<file path="config.mk">
export PLATFORM = sky130hd
export DESIGN_NAME = lldma_walker
export DESIGN_NICKNAME = d
export VERILOG_FILES = /design/src/rtl/lldma_pkg.sv /design/src/rtl/lldma_ctrl.sv /design/src/rtl/lldma_seg_engine.sv /design/src/rtl/lldma_walker.sv
export SDC_FILE = /design/constraint.sdc
export NUM_CORES = 1
export LEC_CHECK = 0
export CORE_MARGIN = 1
export CORE_UTILIZATION = 25
export CTS_BUF_LIST = sky130_fd_sc_hd__clkbuf_4 sky130_fd_sc_hd__clkbuf_8
export DETAILED_ROUTE_END_ITERATION = 10
export GPL_TIMING_DRIVEN = 0
export MAX_ROUTING_LAYER = met4
export PLACE_DENSITY = 0.52
export SKIP_LAST_GASP = 1
export SYNTH_ARGS = -nofsm -noshare
export SYNTH_HDL_FRONTEND = slang
export SYNTH_SLANG_ARGS = --single-unit
</file>
<file path="constraint.sdc">
create_clock -name clk -period 5.3 [get_ports clk]
set_clock_uncertainty 0.1 [all_clocks]
set_input_delay 1.59 -clock clk [delete_from_list [all_inputs] [get_ports clk]]
set_output_delay 1.59 -clock clk [all_outputs]
set_load 0.005 [all_outputs]
</file>
<file path="src/rtl/lldma_pkg.sv">
package lldma_pkg;
  localparam int WORD_W      = 32;
  localparam int DESC_WORDS  = 4;
  localparam int ALIGN_BITS  = 4;
  localparam int TERM_BIT    = 31;

  typedef enum logic [2:0] {
    W_IDLE,
    W_FETCH_DESC,
    W_FETCH_DATA,
    W_NEXT,
    W_DONE
  } walk_state_e;

  typedef enum logic [1:0] {
    E_IDLE,
    E_REQ,
    E_RSP
  } eng_state_e;
endpackage

</file>
<file path="src/rtl/lldma_ctrl.sv">
module lldma_ctrl
  import lldma_pkg::*;
(
  input  logic              clk,
  input  logic              rst_n,
  input  logic              start,
  input  logic              linked,
  input  logic [WORD_W-1:0] first_ptr,
  input  logic [WORD_W-1:0] dir_addr,
  input  logic [WORD_W-1:0] dir_len,
  output logic              desc_req_valid,
  input  logic              desc_req_ready,
  output logic [WORD_W-1:0] desc_req_addr,
  input  logic              desc_rsp_valid,
  output logic              desc_rsp_ready,
  input  logic [WORD_W-1:0] desc_rsp_data,
  output logic              seg_start,
  output logic [WORD_W-1:0] seg_addr,
  output logic [WORD_W-1:0] seg_len,
  output logic              seg_final,
  input  logic              seg_done,
  output logic              busy,
  output logic              src_done,
  output logic              desc_err
);
  walk_state_e       state_q, state_d;
  logic [WORD_W-1:0] ptr_q, ptr_d;
  logic [WORD_W-1:0] nxt_q, nxt_d;
  logic [WORD_W-1:0] sa_q, sa_d;
  logic [WORD_W-1:0] sl_q, sl_d;
  logic              fin_q, fin_d;
  logic              sent_q, sent_d;
  logic [1:0]        widx_q, widx_d;
  logic              launch_q, launch_d;
  logic              err_q, err_d;

  always_comb begin
    state_d  = state_q;
    ptr_d    = ptr_q;
    nxt_d    = nxt_q;
    sa_d     = sa_q;
    sl_d     = sl_q;
    fin_d    = fin_q;
    sent_d   = sent_q;
    widx_d   = widx_q;
    launch_d = 1'b0;
    err_d    = 1'b0;
    case (state_q)
      W_IDLE: begin
        if (start) begin
          if (linked) begin
            if (first_ptr[ALIGN_BITS-1:0] != '0) begin
              err_d = 1'b1;
            end else begin
              ptr_d   = first_ptr;
              sent_d  = 1'b0;
              widx_d  = '0;
              state_d = W_FETCH_DESC;
            end
          end else begin
            sa_d     = dir_addr;
            sl_d     = dir_len;
            fin_d    = 1'b1;
            launch_d = 1'b1;
            state_d  = W_FETCH_DATA;
          end
        end
      end
      W_FETCH_DESC: begin
        if (!sent_q && desc_req_ready) sent_d = 1'b1;
        if (sent_q && desc_rsp_valid) begin
          widx_d = widx_q + 2'd1;
          case (widx_q)
            2'd0: sa_d = desc_rsp_data;
            2'd1: sl_d = desc_rsp_data;
            2'd2: nxt_d = desc_rsp_data;
            default: begin
              fin_d    = desc_rsp_data[TERM_BIT];
              launch_d = 1'b1;
              state_d  = W_FETCH_DATA;
            end
          endcase
        end
      end
      W_FETCH_DATA: begin
        if (seg_done) state_d = fin_q ? W_DONE : W_NEXT;
      end
      W_NEXT: begin
        if (nxt_q[ALIGN_BITS-1:0] != '0) begin
          err_d   = 1'b1;
          state_d = W_IDLE;
        end else begin
          ptr_d   = nxt_q;
          sent_d  = 1'b0;
          widx_d  = '0;
          state_d = W_FETCH_DESC;
        end
      end
      default: state_d = W_IDLE;
    endcase
  end

  always_ff @(posedge clk or negedge rst_n) begin
    if (!rst_n) begin
      state_q  <= W_IDLE;
      ptr_q    <= '0;
      nxt_q    <= '0;
      sa_q     <= '0;
      sl_q     <= '0;
      fin_q    <= 1'b0;
      sent_q   <= 1'b0;
      widx_q   <= '0;
      launch_q <= 1'b0;
      err_q    <= 1'b0;
    end else begin
      state_q  <= state_d;
      ptr_q    <= ptr_d;
      nxt_q    <= nxt_d;
      sa_q     <= sa_d;
      sl_q     <= sl_d;
      fin_q    <= fin_d;
      sent_q   <= sent_d;
      widx_q   <= widx_d;
      launch_q <= launch_d;
      err_q    <= err_d;
    end
  end

  assign desc_req_valid = (state_q == W_FETCH_DESC) && !sent_q;
  assign desc_req_addr  = ptr_q;
  assign desc_rsp_ready = (state_q == W_FETCH_DESC) && sent_q;
  assign seg_start      = launch_q;
  assign seg_addr       = sa_q;
  assign seg_len        = sl_q;
  assign seg_final      = fin_q;
  assign busy           = (state_q != W_IDLE);
  assign src_done       = (state_q == W_DONE);
  assign desc_err       = err_q;

  // descriptor fetches only go to aligned pointers
  assert_desc_aligned_R4: assert property (@(posedge clk) disable iff (!rst_n)
    desc_req_valid |-> (desc_req_addr[ALIGN_BITS-1:0] == '0));
  // error and completion never coincide
  assert_done_err_excl_R9: assert property (@(posedge clk) disable iff (!rst_n)
    !(src_done && desc_err));
  // an error leaves the walker idle
  assert_err_idle_R9: assert property (@(posedge clk) disable iff (!rst_n)
    desc_err |-> !busy);
  // completion is a single-cycle pulse
  assert_done_pulse_R8: assert property (@(posedge clk) disable iff (!rst_n)
    src_done |=> !src_done);
endmodule

</file>
<file path="src/rtl/lldma_seg_engine.sv">
module lldma_seg_engine
  import lldma_pkg::*;
#(
  parameter int MAX_BURST = 8,
  parameter int BEAT_W    = 4
) (
  input  logic              clk,
  input  logic              rst_n,
  input  logic              seg_start,
  input  logic [WORD_W-1:0] seg_addr,
  input  logic [WORD_W-1:0] seg_len,
  input  logic              seg_final,
  output logic              seg_done,
  output logic              req_valid,
  input  logic              req_ready,
  output logic [WORD_W-1:0] req_addr,
  output logic [BEAT_W-1:0] req_beats,
  input  logic              rsp_valid,
  output logic              rsp_ready,
  input  logic [WORD_W-1:0] rsp_data,
  output logic              out_valid,
  input  logic              out_ready,
  output logic [WORD_W-1:0] out_data,
  output logic [2:0]        out_bytes,
  output logic              out_last
);
  localparam int WCNT_W = WORD_W - 1;
  localparam logic [WCNT_W-1:0] MAXB_W = WCNT_W'(MAX_BURST);

  eng_state_e        st_q, st_d;
  logic [WORD_W-1:0] addr_q, addr_d;
  logic [WCNT_W-1:0] req_left_q, req_left_d;
  logic [WCNT_W-1:0] all_left_q, all_left_d;
  logic [BEAT_W-1:0] blt_q, blt_d;
  logic [1:0]        tail_q, tail_d;
  logic              fin_q, fin_d;
  logic              done_q, done_d;
  logic [WORD_W:0]   len_sum;
  logic [WCNT_W-1:0] words;
  logic [BEAT_W-1:0] burst;
  logic              take;

  assign len_sum = {1'b0, seg_len} + (WORD_W+1)'(3);
  assign words   = len_sum[WORD_W:2];
  assign burst   = (req_left_q > MAXB_W) ? BEAT_W'(MAX_BURST) : req_left_q[BEAT_W-1:0];
  assign take    = (st_q == E_RSP) && rsp_valid && out_ready;

  always_comb begin
    st_d       = st_q;
    addr_d     = addr_q;
    req_left_d = req_left_q;
    all_left_d = all_left_q;
    blt_d      = blt_q;
    tail_d     = tail_q;
    fin_d      = fin_q;
    done_d     = 1'b0;
    case (st_q)
      E_IDLE: begin
        if (seg_start) begin
          addr_d = seg_addr;
          tail_d = seg_len[1:0];
          fin_d  = seg_final;
          if (words == '0) begin
            done_d = 1'b1;
          end else begin
            req_left_d = words;
            all_left_d = words;
            st_d       = E_REQ;
          end
        end
      end
      E_REQ: begin
        if (req_ready) begin
          addr_d     = addr_q + (WORD_W'(burst) << 2);
          req_left_d = req_left_q - WCNT_W'(burst);
          blt_d      = burst;
          st_d       = E_RSP;
        end
      end
      default: begin
        if (take) begin
          blt_d      = blt_q - BEAT_W'(1);
          all_left_d = all_left_q - WCNT_W'(1);
          if (blt_q == BEAT_W'(1)) begin
            if (req_left_q == '0) begin
              done_d = 1'b1;
              st_d   = E_IDLE;
            end else begin
              st_d   = E_REQ;
            end
          end
        end
      end
    endcase
  end

  always_ff @(posedge clk or negedge rst_n) begin
    if (!rst_n) begin
      st_q       <= E_IDLE;
      addr_q     <= '0;
      req_left_q <= '0;
      all_left_q <= '0;
      blt_q      <= '0;
      tail_q     <= '0;
      fin_q      <= 1'b0;
      done_q     <= 1'b0;
    end else begin
      st_q       <= st_d;
      addr_q     <= addr_d;
      req_left_q <= req_left_d;
      all_left_q <= all_left_d;
      blt_q      <= blt_d;
      tail_q     <= tail_d;
      fin_q      <= fin_d;
      done_q     <= done_d;
    end
  end

  assign req_valid = (st_q == E_REQ);
  assign req_addr  = addr_q;
  assign req_beats = burst;
  assign rsp_ready = (st_q == E_RSP) && out_ready;
  assign out_valid = (st_q == E_RSP) && rsp_valid;
  assign out_data  = rsp_data;
  assign out_bytes = ((all_left_q == WCNT_W'(1)) && (tail_q != 2'd0)) ? {1'b0, tail_q} : 3'd4;
  assign out_last  = (st_q == E_RSP) && (all_left_q == WCNT_W'(1)) && fin_q;
  assign seg_done  = done_q;

  // burst size within range
  assert_burst_range_R3: assert property (@(posedge clk) disable iff (!rst_n)
    req_valid |-> (req_beats != '0) && (req_beats <= BEAT_W'(MAX_BURST)));
  // a pending request holds steady
  assert_req_hold_R3: assert property (@(posedge clk) disable iff (!rst_n)
    req_valid && !req_ready |=> req_valid && $stable(req_addr) && $stable(req_beats));
  // byte qualifier stays between 1 and 4
  assert_bytes_range_R6: assert property (@(posedge clk) disable iff (!rst_n)
    out_valid |-> (out_bytes >= 3'd1) && (out_bytes <= 3'd4));
  // accepting the final word ends the region
  assert_last_ends_R7: assert property (@(posedge clk) disable iff (!rst_n)
    out_valid && out_ready && out_last |=> seg_done);
endmodule

</file>
<file path="src/rtl/lldma_walker.sv">
module lldma_walker
  import lldma_pkg::*;
#(
  parameter int MAX_BURST = 8,
  localparam int BEAT_W = $clog2(((MAX_BURST > DESC_WORDS) ? MAX_BURST : DESC_WORDS) + 1)
) (
  input  logic              clk,
  input  logic              rst_n,
  input  logic              start,
  input  logic              linked_mode,
  input  logic [31:0]       first_desc_ptr,
  input  logic [31:0]       direct_addr,
  input  logic [31:0]       direct_len,
  output logic              rd_req_valid,
  input  logic              rd_req_ready,
  output logic [31:0]       rd_req_addr,
  output logic [BEAT_W-1:0] rd_req_beats,
  input  logic              rd_rsp_valid,
  output logic              rd_rsp_ready,
  input  logic [31:0]       rd_rsp_data,
  output logic              out_valid,
  input  logic              out_ready,
  output logic [31:0]       out_data,
  output logic [2:0]        out_bytes,
  output logic              out_last,
  output logic              busy,
  output logic              src_done,
  output logic              desc_err
);
  localparam logic [BEAT_W-1:0] DESC_BEATS = BEAT_W'(DESC_WORDS);

  logic              d_req_valid, d_rsp_ready;
  logic [WORD_W-1:0] d_req_addr;
  logic              e_req_valid, e_rsp_ready;
  logic [WORD_W-1:0] e_req_addr;
  logic [BEAT_W-1:0] e_req_beats;
  logic              seg_start, seg_final, seg_done;
  logic [WORD_W-1:0] seg_addr, seg_len;

  lldma_ctrl u_ctrl (
    .clk            (clk),
    .rst_n          (rst_n),
    .start          (start),
    .linked         (linked_mode),
    .first_ptr      (first_desc_ptr),
    .dir_addr       (direct_addr),
    .dir_len        (direct_len),
    .desc_req_valid (d_req_valid),
    .desc_req_ready (rd_req_ready),
    .desc_req_addr  (d_req_addr),
    .desc_rsp_valid (rd_rsp_valid),
    .desc_rsp_ready (d_rsp_ready),
    .desc_rsp_data  (rd_rsp_data),
    .seg_start      (seg_start),
    .seg_addr       (seg_addr),
    .seg_len        (seg_len),
    .seg_final      (seg_final),
    .seg_done       (seg_done),
    .busy           (busy),
    .src_done       (src_done),
    .desc_err       (desc_err)
  );

  lldma_seg_engine #(
    .MAX_BURST (MAX_BURST),
    .BEAT_W    (BEAT_W)
  ) u_eng (
    .clk       (clk),
    .rst_n     (rst_n),
    .seg_start (seg_start),
    .seg_addr  (seg_addr),
    .seg_len   (seg_len),
    .seg_final (seg_final),
    .seg_done  (seg_done),
    .req_valid (e_req_valid),
    .req_ready (rd_req_ready),
    .req_addr  (e_req_addr),
    .req_beats (e_req_beats),
    .rsp_valid (rd_rsp_valid),
    .rsp_ready (e_rsp_ready),
    .rsp_data  (rd_rsp_data),
    .out_valid (out_valid),
    .out_ready (out_ready),
    .out_data  (out_data),
    .out_bytes (out_bytes),
    .out_last  (out_last)
  );

  assign rd_req_valid = d_req_valid | e_req_valid;
  assign rd_req_addr  = d_req_valid ? d_req_addr : e_req_addr;
  assign rd_req_beats = d_req_valid ? DESC_BEATS : e_req_beats;
  assign rd_rsp_ready = d_rsp_ready | e_rsp_ready;

  // descriptor and data requests never share the port
  assert_port_excl_R4: assert property (@(posedge clk) disable iff (!rst_n)
    !(d_req_valid && e_req_valid));
  // an idle walker is silent on both ports
  assert_idle_quiet_R1: assert property (@(posedge clk) disable iff (!rst_n)
    !busy |-> !rd_req_valid && !out_valid);
endmodule

</file>
* After elaboration in Yosys (flattened, before gate mapping)
Index checks and enable logic that the tools add are counted. Widths: inputs -> output; s select.
Cells by class: add/sub/neg operators 6, $lt $le $gt $ge 1, equality and inequality tests 25, mux-type cells 80, bitwise gates (word level) 4, reductions and logical operators 43
Operator list (count):
- $mux 32 | 15
- $pmux 32 s2 | 4
- $mux 31 | 4
- $pmux 31 s2 | 2
- $logic_not 31->1 | 2
- $add 32x2->33 const B | 1
- $add 32x6->32 | 1
- $eq 31x1->1 const B | 1
- $gt 31x4->1 const B | 1
- $sub 31x1->31 const B | 1
- $sub 31x4->31 | 1
- $reduce_and 5->1 | 6
- $mux 1 | 24
- $mux 3 | 8
- $ne 2x2->1 const B | 11
- $mux 2 | 10
- $mux 4 | 4
- $pmux 3 s4 | 1
- $reduce_and 6->1 | 2
- $reduce_bool 2->1 | 6
- $reduce_bool 3->1 | 4
- $logic_and 1x1->1 | 10
- $reduce_and 3->1 | 3
- $pmux 1 s2 | 4
- 23 further kinds | 33
Storage, ports and cells: flip-flop bits (word level) 241, input bits 135, word-level logic and storage cells 177

* Longest topological paths before layout
word-level depth 5, depth in mapped cells 17

* Cells and area by module
A second synthesis with hierarchy kept.
Unflattened totals: cell total of the unflattened synthesis 1572, area, all modules 14261.2 um^2
Modules (own cells, without submodules):
- lldma_seg_engine | instances 1, cells an instance 980, area each 7478.4 um^2
- lldma_ctrl | instances 1, cells an instance 550, area each 6228.5 um^2
- lldma_walker | instances 1, cells an instance 42, area each 554.3 um^2

* Least setup slack after synthesis
No wires, ideal clock.
path type register to output, start point reg u_eng.req_left_q[22], end point out rd_req_beats[1], arrival 2433 ps, required time 3610 ps, slack 1177 ps, cell stages (with the launch flop) 8, path through dfrtp_1 or4_1 nor4_2 nand2_1 nor3_1 a21oi_1 nand2b_1 nor2_1
Between the ends: longest elaborated chain between the ends 3
Ends and longest elaborated chain:
- start, declared | line lldma_seg_engine.sv:32 | logic [WCNT_W-1:0] req_left_q, req_left_d;
- start signal, assigned | line lldma_seg_engine.sv:110 | req_left_q <= req_left_d;
- $gt 31x4->1 | line lldma_seg_engine.sv:45 | assign burst = (req_left_q > MAXB_W) ? BEAT_W'(MAX_BURST) : req_left_q[BEAT_W-1:0];
- $mux 4 | line lldma_seg_engine.sv:45
- $mux 4 | line lldma_walker.sv:91 | assign rd_req_beats = d_req_valid ? DESC_BEATS : e_req_beats;
- end, declared | line lldma_walker.sv:17 | output logic [BEAT_W-1:0] rd_req_beats,
Every way passes these cells.

* Worst setup path after layout
start point reg u_eng.req_left_q[22], end point out rd_req_beats[0]
The elaborated chain is that of the path after synthesis.

==> results.sh <==
export IMPL_outcome="complete, no violations"
export IMPL_antenna_left=0
export IMPL_synth_edff_count=0
export IMPL_numPortBuffers=212
export IMPL_tritoncts="done"
export IMPL_reg2reg_to="u_eng.req_addr[31]"
export IMPL_wl_per_instance_um=22.6
export IMPL_chipWidth_um=241
export IMPL_synth_cells=1634
export IMPL_drive_gt1_frac=0.127
export IMPL_h_tree_level_count=2
export IMPL_clock_sinks=241
export IMPL_placeableCoreArea_mm2=0.0563
export IMPL_netlist_top_cells_count="275 x sky130_fd_sc_hd__a21oi_1, 241 x sky130_fd_sc_hd__dfrtp_1, 205 x sky130_fd_sc_hd__nor2_1, 93 x sky130_fd_sc_hd__clkbuf_1, 83 x sky130_fd_sc_hd__nand2_1"
export IMPL_number_of_drc_violations_after_detailed_routing=0
export IMPL_peakVddDrop_v=0.000197
export IMPL_muxShareOfSynthArea=0.0772
export IMPL_synth_compound_area_share=0.226
export IMPL_synth_ff_latch_count=241
export IMPL_crit_reg2reg_launch="u_eng.req_left_q[22]"
export IMPL_crit_arrival_ns=3.48
export IMPL_regToRegSetupSlack_ns=0.63
export IMPL_cts_max_path_buffers=3
export IMPL_post_syn_nets=1784
export IMPL_clkLatencyLatePin_ns=0.63
export IMPL_timing_critical_path_fanout_max=6
export IMPL_numPlacedInstances=2604
export IMPL_syn_cell_area_mm2=0.0142
export IMPL_yosys_top_cells_area="sky130_fd_sc_hd__dfrtp_1 42%, sky130_fd_sc_hd__a21oi_1 9.7%, sky130_fd_sc_hd__mux2_2 5.5%"
export IMPL_post_route_min_period_ns=5.17
export IMPL_critPathKind="flip-flop to output port"
export IMPL_synth_top_area_share=0.424
export IMPL_tightest_slew_ns=1.40
export IMPL_routed_wirelength_mm=60.6
export IMPL_first_pass_grt_wire_length_mm=90.0
export IMPL_n_fill_cell=5986
export IMPL_synth_ff_type="sky130_fd_sc_hd__dfrtp_1"
export IMPL_drtIter0Drc=1090
export IMPL_fp_dieArea_mm2=0.0579
export IMPL_multiInputGateArea_mm2=0.00737
export IMPL_worst_path_largest_cell_delay_ns=0.59
export IMPL_post_synth_num_cell_types=83
export IMPL_first_global_vias=14000
export IMPL_synth_area_in_adders=0.0137
export IMPL_route_detailed_vias_per_inst=5.20
export IMPL_synth_top_family_by_area="compound AO/OA/AOI/OAI gates"
export IMPL_maxCapViolations=0
export IMPL_ys_async_sr_fraction=1.00
export IMPL_yosysMostFrequentCell="sky130_fd_sc_hd__a21oi_1"
export IMPL_setup_worst_path_end_class="output port"
export IMPL_synthSimpleGateAreaFrac=0.174
export IMPL_power_static_leakage_uw=0.00781
export IMPL_detailedRoute_firstPassIterationCount=7
export IMPL_core_rowCount=87
export IMPL_synth_yosys_seq_area_share=0.424
export IMPL_finalSetupViolations=0
export IMPL_timing_critical_path_from_type="flip-flop"
export IMPL_beginning_of_the_worst_hold_path="u_eng.fin_q"
export IMPL_initial_utilization=0.253
export IMPL_hpwlAfterDp_mm=46.2
export IMPL_timing_max_slew_rel_slack=0.0642
export IMPL_maxSlewViolCount=0
export IMPL_whs_path_depth=1
export IMPL_register_area_mm2=0.00603
export IMPL_post_layout_nonfiller_instances=2687
export IMPL_synth_warning_count=0
export IMPL_number_of_antenna_violations_at_the_first_check_in_global_routing=1
export IMPL_timing_final_hold_violations=0
export IMPL_max_frequency_mhz=194
export IMPL_holdPathEnd="u_eng.fin_q"
export IMPL_global_route_usage_sum=0.216
export IMPL_clk_pin_slew_ns=0.06
export IMPL_fin_crit_sh=0.975
export IMPL_rsz0062_at_grt="false"
export IMPL_layout_core_utilization=0.328
export IMPL_clockRootBuffer="sky130_fd_sc_hd__clkbuf_8"
export IMPL_routabilityCongestion=0.963
export IMPL_crit_chain="or4_4, nor4_4, nand2_2, nor3_4, nand2_1, nor2_1, clkdlybuf4s50_1"
export IMPL_route_vias_total=14000
export IMPL_io_pins=213
export IMPL_floorplan_die_height_um=241
export IMPL_cell_with_the_biggest_individual_delay_on_the_critical_path="sky130_fd_sc_hd__or4_4"
export IMPL_power_density_mw_per_mm2=409
export IMPL_cts_inserted_buffers=46
export IMPL_area_delta_synth_final_pct=29.8
export IMPL_hp_class="flip-flop to flip-flop"
export IMPL_globalRoute_totalOverflow=0
export IMPL_synthDominantAreaCellType="sky130_fd_sc_hd__dfrtp_1"
export IMPL_syn_area_per_cell_um2=8.71
export IMPL_rr_worst_depth=16
export IMPL_grt_start_max_net_pins=113
export IMPL_synth_xor_xnor_area_share=0.0203
export IMPL_wp_data_required_ns=3.61
export IMPL_nets=2050
export IMPL_totalPowerFinal_uw=7550
## power breakdown
group | leakage (uW) | switching [uW] | internal (uW)
clock | 0.000522 | 874 | 1150
combinational | 0.00442 | 1690 | 1090
sequential | 0.00287 | 420 | 2330
## how the worst max path moves through the flow
stage	start	endpoint	slack (ns)	cells after the start
5_1_grt	u_eng.req_left_q[22]	rd_req_beats[0]	0.04	7
3_5_place_dp	u_eng.req_left_q[22]	rd_req_beats[1]	-0.14	8
2_1_floorplan	u_eng.req_left_q[22]	rd_req_beats[1]	1.18	7
6_report	u_eng.req_left_q[22]	rd_req_beats[0]	0.13	7
4_1_cts	u_eng.req_left_q[22]	rd_req_beats[1]	-0.10	8
3_3_place_gp	rst_n	u_eng.all_left_q[8]	-8.60	1
## logic make-up after synthesis
family | count (synthesis)
AO/OA/AOI/OAI | 535
adder cells (fa/ha/maj) | 15
flip-flops | 241
buffers and inverters | 201
XOR/XNOR | 33
other | 2
AND/OR/NAND/NOR | 506
multiplexers | 101
## repair_timing
item	in CTS	in global routing
hold buffers	0	0
setup buffers	3	1
resized for setup	18	12
gates cloned	0	0
setup endpoints to repair	41	34
pin swaps	3	3
## state kept, by name, indices dropped and copies added (netlist names), 2 cells and up
signal,flops
u_ctrl.desc_req_addr,32
u_ctrl.nxt_q,32
u_ctrl.seg_addr,32
u_ctrl.seg_len,32
u_ctrl.state_q,3
u_ctrl.widx_q,2
u_eng.all_left_q,31
u_eng.blt_q,4
u_eng.req_addr,32
u_eng.req_left_q,31
u_eng.st_q,2
u_eng.tail_q,2
## metal layers
layer | vias to the layer above | GRT usage | routed length [um]
met1 | 6850 | 0.261 | 24800
met4 | 0 | 0.103 | 3060
met5 | - | - | 0
met2 | 552 | 0.346 | 28900
li1 | 6433 | - | -
met3 | 148 | 0.0421 | 3920
## area by class of cell
type                       count  area share
clock inverter                 8     0.00542
tap                          756      0.0512
timing repair buffer         218       0.120
multi-input combinational   1192       0.399
inverter                      52      0.0106
clock buffer                  70      0.0474
buffer                       149      0.0397
sequential                   241       0.327
antenna                        1    0.000136
## cell usage in the layout (no fill, tap or decap), drive strengths merged, types with 5 or more instances in the layout
| cell type | instances |
|---|---|
| or3 | 10 |
| xor2 | 9 |
| a31oi | 20 |
| clkdlybuf4s50 | 209 |
| clkbuf | 166 |
| o22ai | 34 |
| a211oi | 23 |
| nor3 | 30 |
| a21oi | 275 |
| o2bb2ai | 5 |
| a221oi | 5 |
| nor2 | 205 |
| xnor2 | 24 |
| and3 | 53 |
| mux2i | 31 |
| buf | 60 |
| nor4 | 21 |
| a32oi | 7 |
| a211o | 5 |
| inv | 54 |
| nor2b | 6 |
| nand4 | 12 |
| mux2 | 70 |
| nand2 | 83 |
| o21ai | 80 |
| dfrtp | 241 |
| and4 | 5 |
| nand3 | 38 |
| nand2b | 8 |
| o211ai | 7 |
| a22oi | 9 |
| and2 | 11 |
| ha | 14 |
| or4 | 12 |
| o22a | 22 |
## per-stage QoR
step | hold WS, ns | setup WS, ns | area [um2] | setup TNS, ns
detailed placement | 0.389 | -0.137 | 17400 | -0.137
CTS | 0.403 | -0.104 | 18400 | -0.104
global placement | 0.381 | -8.60 | 17300 | -2064.61
global route | 0.420 | 0.0379 | 18500 | 0
floorplan | 0.358 | 1.18 | 14200 | 0
finish | 0.399 | 0.134 | 18500 | 0
## worst max-delay path: cells and delay by family (launching register included)
family,cells,cell delay [ns]
and+or+nand+nor,6,1.86
buffers and inverters,1,0.55
DFF,1,0.44
(Power assumes the default switching activity.)
